**src/rtl/wbs_pkg.sv**
```systemverilog
package wbs_pkg;
  // Sequencer phases: waiting for a request, running bus cycles, holding the response
  typedef enum logic [1:0] {
    PH_IDLE = 2'd0,
    PH_BUS  = 2'd1,
    PH_RSP  = 2'd2
  } wbs_phase_t;

  localparam int unsigned WBS_HALVES = 2;
endpackage

```
**src/rtl/wbs_half_plan.sv**
```systemverilog
module wbs_half_plan #(
  parameter int unsigned LANES = 8
) (
  input  logic [2*LANES-1:0] be,
  output logic               need_lo,
  output logic               need_hi,
  output logic               need_none
);
  import wbs_pkg::*;

  logic [WBS_HALVES-1:0] any_lane;

  // One OR tree per half of the byte-enable vector
  for (genvar h = 0; h < WBS_HALVES; h++) begin : g_half
    assign any_lane[h] = |be[h*LANES +: LANES];
  end

  assign need_lo   = any_lane[0];
  assign need_hi   = any_lane[1];
  assign need_none = ~|any_lane;
endmodule

```
**src/rtl/wbs_seq.sv**
```systemverilog
module wbs_seq (
  input  logic clk,
  input  logic rst_n,
  input  logic req_valid,
  input  logic need_lo,
  input  logic need_hi,
  input  logic need_none,
  input  logic wb_ack,
  input  logic rsp_ready,
  output logic req_ready,
  output logic bus_act,
  output logic cur_hi,
  output logic rsp_valid,
  output logic fire,
  output logic take
);
  import wbs_pkg::*;

  wbs_phase_t phase_q, phase_d;
  logic       cur_hi_d;
  logic       hi_pend_q, hi_pend_d;

  assign req_ready = (phase_q == PH_IDLE);
  assign bus_act   = (phase_q == PH_BUS);
  assign rsp_valid = (phase_q == PH_RSP);
  assign fire      = req_valid && req_ready;
  assign take      = bus_act && wb_ack;

  always_comb begin
    phase_d   = phase_q;
    cur_hi_d  = cur_hi;
    hi_pend_d = hi_pend_q;
    unique case (phase_q)
      PH_IDLE: if (fire) begin
        hi_pend_d = need_hi;
        cur_hi_d  = ~need_lo;
        phase_d   = need_none ? PH_RSP : PH_BUS;
      end
      PH_BUS: if (wb_ack) begin
        if (!cur_hi && hi_pend_q) begin
          cur_hi_d = 1'b1;
        end else begin
          phase_d = PH_RSP;
        end
      end
      PH_RSP: if (rsp_ready) phase_d = PH_IDLE;
      default: phase_d = PH_IDLE;
    endcase
  end

  always_ff @(posedge clk) begin
    if (!rst_n) begin
      phase_q   <= PH_IDLE;
      cur_hi    <= 1'b0;
      hi_pend_q <= 1'b0;
    end else begin
      phase_q   <= phase_d;
      cur_hi    <= cur_hi_d;
      hi_pend_q <= hi_pend_d;
    end
  end


  lo_then_hi_chk: assert property (@(posedge clk) disable iff (!rst_n)
    (bus_act && wb_ack && !cur_hi && hi_pend_q) |=> (bus_act && cur_hi));


  empty_req_chk: assert property (@(posedge clk) disable iff (!rst_n)
    (fire && need_none) |=> (rsp_valid && !bus_act));


  busy_after_accept_chk: assert property (@(posedge clk) disable iff (!rst_n)
    fire |=> !req_ready);


  rsp_after_last_ack_chk: assert property (@(posedge clk) disable iff (!rst_n)
    (bus_act && wb_ack && (cur_hi || !hi_pend_q)) |=> rsp_valid);
endmodule

```
**src/rtl/wbs_rdata_join.sv**
```systemverilog
module wbs_rdata_join #(
  parameter int unsigned BUS_DW = 64
) (
  input  logic                clk,
  input  logic                rst_n,
  input  logic                clear,
  input  logic                take,
  input  logic                take_hi,
  input  logic [BUS_DW-1:0]   dat_i,
  output logic [2*BUS_DW-1:0] data
);
  import wbs_pkg::*;

  // One register slot per half; a skipped half keeps its cleared value
  for (genvar h = 0; h < WBS_HALVES; h++) begin : g_slot
    logic [BUS_DW-1:0] slot_q;
    always_ff @(posedge clk) begin
      if (!rst_n || clear) begin
        slot_q <= '0;
      end else if (take && (take_hi == h[0])) begin
        slot_q <= dat_i;
      end
    end
    assign data[h*BUS_DW +: BUS_DW] = slot_q;
  end
endmodule

```
**src/rtl/wbs_splitter.sv**
```systemverilog
module wbs_splitter #(
  parameter int unsigned LINE_AW = 28,
  parameter int unsigned BUS_DW  = 64
) (
  input  logic                      clk,
  input  logic                      rst_n,
  input  logic                      req_valid,
  output logic                      req_ready,
  input  logic                      req_we,
  input  logic [LINE_AW-1:0]        req_line,
  input  logic [2*BUS_DW-1:0]       req_wdata,
  input  logic [2*BUS_DW/8-1:0]     req_be,
  output logic                      rsp_valid,
  input  logic                      rsp_ready,
  output logic [2*BUS_DW-1:0]       rsp_rdata,
  output logic                      wb_cyc,
  output logic                      wb_stb,
  output logic                      wb_we,
  output logic [LINE_AW+$clog2(BUS_DW/8):0] wb_adr,
  output logic [BUS_DW-1:0]         wb_dat_o,
  output logic [BUS_DW/8-1:0]       wb_sel,
  input  logic [BUS_DW-1:0]         wb_dat_i,
  input  logic                      wb_ack
);
  localparam int unsigned LANES = BUS_DW / 8;
  localparam int unsigned OFS   = $clog2(LANES);

  logic need_lo, need_hi, need_none;
  logic bus_act, cur_hi, fire, take;

  logic                  we_q;
  logic [LINE_AW-1:0]    line_q;
  logic [2*BUS_DW-1:0]   wdata_q;
  logic [2*LANES-1:0]    be_q;

  wbs_half_plan #(.LANES(LANES)) i_plan (
    .be        (req_be),
    .need_lo   (need_lo),
    .need_hi   (need_hi),
    .need_none (need_none)
  );

  wbs_seq i_seq (
    .clk       (clk),
    .rst_n     (rst_n),
    .req_valid (req_valid),
    .need_lo   (need_lo),
    .need_hi   (need_hi),
    .need_none (need_none),
    .wb_ack    (wb_ack),
    .rsp_ready (rsp_ready),
    .req_ready (req_ready),
    .bus_act   (bus_act),
    .cur_hi    (cur_hi),
    .rsp_valid (rsp_valid),
    .fire      (fire),
    .take      (take)
  );

  // Request fields are captured once, at acceptance
  always_ff @(posedge clk) begin
    if (!rst_n) begin
      we_q    <= 1'b0;
      line_q  <= '0;
      wdata_q <= '0;
      be_q    <= '0;
    end else if (fire) begin
      we_q    <= req_we;
      line_q  <= req_line;
      wdata_q <= req_wdata;
      be_q    <= req_be;
    end
  end

  wbs_rdata_join #(.BUS_DW(BUS_DW)) i_join (
    .clk     (clk),
    .rst_n   (rst_n),
    .clear   (fire),
    .take    (take && !we_q),
    .take_hi (cur_hi),
    .dat_i   (wb_dat_i),
    .data    (rsp_rdata)
  );

  assign wb_cyc   = bus_act;
  assign wb_stb   = bus_act;
  assign wb_we    = we_q;
  assign wb_adr   = {line_q, cur_hi, {OFS{1'b0}}};
  assign wb_sel   = cur_hi ? be_q[2*LANES-1:LANES] : be_q[LANES-1:0];
  assign wb_dat_o = cur_hi ? wdata_q[2*BUS_DW-1:BUS_DW] : wdata_q[BUS_DW-1:0];


  bus_hold_chk: assert property (@(posedge clk) disable iff (!rst_n)
    (wb_stb && !wb_ack) |=> (wb_stb && wb_cyc && $stable(wb_adr) && $stable(wb_sel)
                              && $stable(wb_we) && $stable(wb_dat_o)));


  cyc_stb_pair_chk: assert property (@(posedge clk) disable iff (!rst_n)
    wb_cyc == wb_stb);


  sel_nonzero_chk: assert property (@(posedge clk) disable iff (!rst_n)
    wb_stb |-> (wb_sel != '0));


  rsp_hold_chk: assert property (@(posedge clk) disable iff (!rst_n)
    (rsp_valid && !rsp_ready) |=> (rsp_valid && $stable(rsp_rdata)));
endmodule

```
**config.mk**
```make
export PLATFORM = sky130hd
export DESIGN_NAME = wbs_splitter
export DESIGN_NICKNAME = d
export VERILOG_FILES = /design/src/rtl/wbs_pkg.sv /design/src/rtl/wbs_half_plan.sv /design/src/rtl/wbs_seq.sv /design/src/rtl/wbs_rdata_join.sv /design/src/rtl/wbs_splitter.sv
export SDC_FILE = /design/constraint.sdc
export NUM_CORES = 1
export LEC_CHECK = 0
export BUFFER_PORTS_ARGS = -buffer_cell sky130_fd_sc_hd__buf_2
export CORE_AREA = 5 5 183 185
export CTS_CLUSTER_SIZE = 10
export DETAILED_ROUTE_END_ITERATION = 6
export DIE_AREA = 0 0 188 190
export PLACE_DENSITY = 0.65
export SLEW_MARGIN = 20
export SYNTH_ARGS = -nofsm -noshare
export SYNTH_HDL_FRONTEND = slang
export SYNTH_HIERARCHICAL = 1
export SYNTH_SLANG_ARGS = --single-unit
export TNS_END_PERCENT = 1
```
**constraint.sdc**
```tcl
create_clock -name clk -period 5.55 [get_ports clk]
set_clock_uncertainty 0.2 [all_clocks]
set_input_delay 1.665 -clock clk [delete_from_list [all_inputs] [get_ports clk]]
set_output_delay 1.665 -clock clk [all_outputs]
set_load 0.02 [all_outputs]
```
==> metrics.md <==
| Metric | Value |
|---|---|
| Clock root cell | `clkbuf_16` |
| Routed vias | `9994` |
| Mapped cell area | `12200 um2` |
| Asr flop ratio synth | `0%` |
| Die area | `35700 um2` |
| Hold path start | `i_join/g_slot[1].slot_q[12]$_SDFFE_PP0P_` |
| Clock transition at path regs | `0.05 ns` |
| Worst hold path class | `reg -> reg` |
| Slew Limit Fails | `0` |
| Starting Density | `38.4%` |
| Worst setup SP type | `register` |
| Initial DRC count | `417` |
| Worst r2r src | `i_seq/phase_q[0]$_SDFFE_PN0P_` |
| Row cnt | `66` |
| Area grow syn2layout | `27.3%` |
| Net Sw Frac | `31.0%` |
| Clock Latency Late Sink | `0.50 ns` |
| Clock Power Share | `32.1%` |
| Critical path arrival | `2.32 ns` |
| Max Clock Freq | `0.239 GHz` |
| Congestion Overflow GR | `0` |
| Top Ports | `479` |
| GRT Overall Usage | `18.9%` |
| Worst Setup End Kind | `output pin` |
| EDFF count, synth | `0` |
| Share of layout cells above drive strength 1 | `36.4%` |
| Synth area leader | `dfxtp_1` |
| P_int | `0.00437 W` |
| Max-cap violations | `0` |
| Nets | `1912` |
| Crit path time final | `4.19 ns` |
| Cells after Synth | `1236` |
| Post-Route WL | `35800 um` |
| Synth area leaders | `dfxtp_1 (50%), mux2i_1 (14%), nor2b_1 (9.0%)` |
| Logic gate share of total power | `26.4%` |
| Max_slew headroom | `32.4%` |
| PortBufs | `475` |
| Max VDD drop | `0.000267 V` |
| Crit Path Max Fanout | `56` |
| # fillers | `3112` |
| R2r endpoint | `i_join/g_slot[1].slot_q[5]$_SDFFE_PP0P_` |
| Setup violations, final | `0` |
| Worst slack at placement | `1.61 ns` |
| GPL Wtd Cong | `0.819` |
| Sw Pwr | `0.00196 W` |
| R2R cell count | `7` |
| Die Height | `190 um` |
| Routed length per placed instance | `17.2 um` |
| WP data required | `3.69 ns` |
| Final ANT Viol Nets | `0` |
| Setup ws final | `1.36 ns` |
| Post-synthesis average cell area | `9.90 um2` |
| Post-route DRC | `0` |
| Clock Sinks | `305` |
| CTS max path bufs | `3` |
| Library cells used by synthesis | `28` |
| H-Tree Level Count | `2` |
| Num CTS Buffers | `36` |
| Post-cts resize count | `0` |
| Synth warnings | `6` |
| CTS Hold Bufs | `0` |
| Die Wd | `188 um` |
| First-pass GRT wire length | `54900 um` |
| Sequential fraction of the synthesis area | `49.9%` |
| Pin count of the biggest net entering global routing | `120` |
| FF-to-FF setup slack | `2.46 ns` |
| CTS tree | `built` |
| Fin crit share | `75.4%` |
| Post-DP HPWL | `26000 um` |
| Leak | `7.00 nW` |
| Final Hold Viols | `0` |
| TritonRoute pass-1 iters | `4` |
| Dominant synthesized flop cell | `dfxtp_1` |
| Via-to-Cell Ratio | `4.80` |
| RSZ-0062 raised after global routing | `false` |
| Post-synth top area share | `49.9%` |
| Seq pwr share | `41.5%` |
| WHS Endpoint | `i_join/g_slot[1].slot_q[12]$_SDFFE_PP0P_` |
| Flop and latch count out of synthesis | `305` |
| Vias in the first global route | `9995` |
| Post CTS Setup Buffer Count | `0` |
| Setup TNS | `0 ns` |
| Tightest Pin Transition | `1.01 ns` |
| Initial antenna violation count | `11` |
| Status | `completed` |
| Cell depth of the worst hold path | `2` |
| Power per Cell Area | `406 nW/um2` |
| WS Path Type | `reg -> out` |
| CORE AREA | `31900 um2` |
[through the flow]
step	hold slack [ns]	cell area (um2)	instances	utilization [%]	total power (W)
6_report	0.249	15600	2084	48.9	0.00633
5_1_grt	0.267	15600	2083	48.9	0.00666
4_1_cts	0.250	15600	2081	48.9	0.00642
3_5_place_dp	0.243	14600	2040	45.8	0.00436
3_3_place_gp	0.240	14600	2040	45.8	0.00433
2_1_floorplan	0.277	12200	1238	-	0.00392
[cells in the mapped netlist (2+ instances only)]
cell	count
buf_2	12
nand2b_1	3
a21oi_1	130
dfxtp_1	305
nor2_1	2
nand2_1	260
buf_6	30
clkbuf_1	28
buf_4	16
mux2_2	72
nor2b_1	177
nor3b_2	2
buf_1	7
mux2i_1	175
nor4_1	3
and2_1	2
[per-layer routing]
layer	track usage, %	vias up	wire length, um
met5	0	-	116
met4	5.19	16	774
met3	7.72	74	3500
met2	32.1	374	16900
met1	22.1	4598	14500
li1	-	4932	-
[power by group through the flow]
| stage | Combinational (W) | Clock (W) | Sequential [W] |
|---|---|---|---|
| after floorplan | 0.00124 | 0 | 0.00268 |
| after global placement | 0.00166 | 0 | 0.00266 |
| after detailed placement | 0.00169 | 0 | 0.00267 |
| after CTS | 0.00169 | 0.00210 | 0.00263 |
| after global routing | 0.00181 | 0.00219 | 0.00266 |
| final | 0.00167 | 0.00203 | 0.00263 |
[sequential cells by signal, summed over array words and instances (netlist names)]
name / flops
i_seq/cur_hi: 1
line_q: 28
wdata_q: 128
be_q: 16
i_join/g_slot.slot_q: 128
i_seq/phase_q: 2
i_seq/hi_pend_q: 1
wb_we: 1
[cells by family (layout without fill, tap and decap cells)]
logic type / Yosys count / in the layout / synth area share [%]
AO/OA/AOI/OAI: 133 / 133 / 5.59
AND/OR/NAND/NOR: 457 / 457 / 18.3
other: 1 / 6 / 0.0306
buffers and inverters: 93 / 528 / 5.31
multiplexers: 247 / 247 / 20.9
flip-flops: 305 / 305 / 49.9
[layout by cell type (no fill, tap or decap), drive strengths merged, types with 2 or more instances in the layout]
cell and instances:
a21oi 130, mux2 72, and2 2, clkbuf 41, diode 3, conb 3
dfxtp 305, nand2b 3, nor3b 3, nor4 4, buf 487, nor2 2
nand2 261, mux2i 175, nor2b 178
[worst max path at each step]
stage | startpoint | endpoint | slack [ns] | cells after the start
3_5_place_dp | wb_ack | i_join/g_slot[1].slot_q[3]$_SDFFE_PP0P_ | 1.61 | 7
6_report | i_seq/cur_hi$_SDFFE_PN0P_ | wb_dat_o[53] | 1.36 | 3
4_1_cts | i_seq/cur_hi$_SDFFE_PN0P_ | wb_dat_o[45] | 1.31 | 3
5_1_grt | i_seq/cur_hi$_SDFFE_PN0P_ | wb_dat_o[53] | 1.24 | 3
3_3_place_gp | wb_ack | i_join/g_slot[1].slot_q[2]$_SDFFE_PP0P_ | 1.66 | 7
2_1_floorplan | i_seq/cur_hi$_SDFFE_PN0P_ | wb_dat_o[0] | 2.48 | 3
[critical path: stages (launching register included)]
cell and delay, ns:
dfxtp_4 0.89, buf_4 0.36, mux2_2 0.36, buf_2 0.17
[layout make-up]
class                           instances  area, um2  area share [%]
Antenna cell                            3       7.51          0.0482
Clock buffer                           41        961            6.17
Multi-Input combinational cell        840       5510            35.4
Sequential cell                       305       6110            39.2
Tap cell                              408        510            3.28
Timing Repair Buffer                  487       2480            15.9
Power figures use the tool's default switching activity.
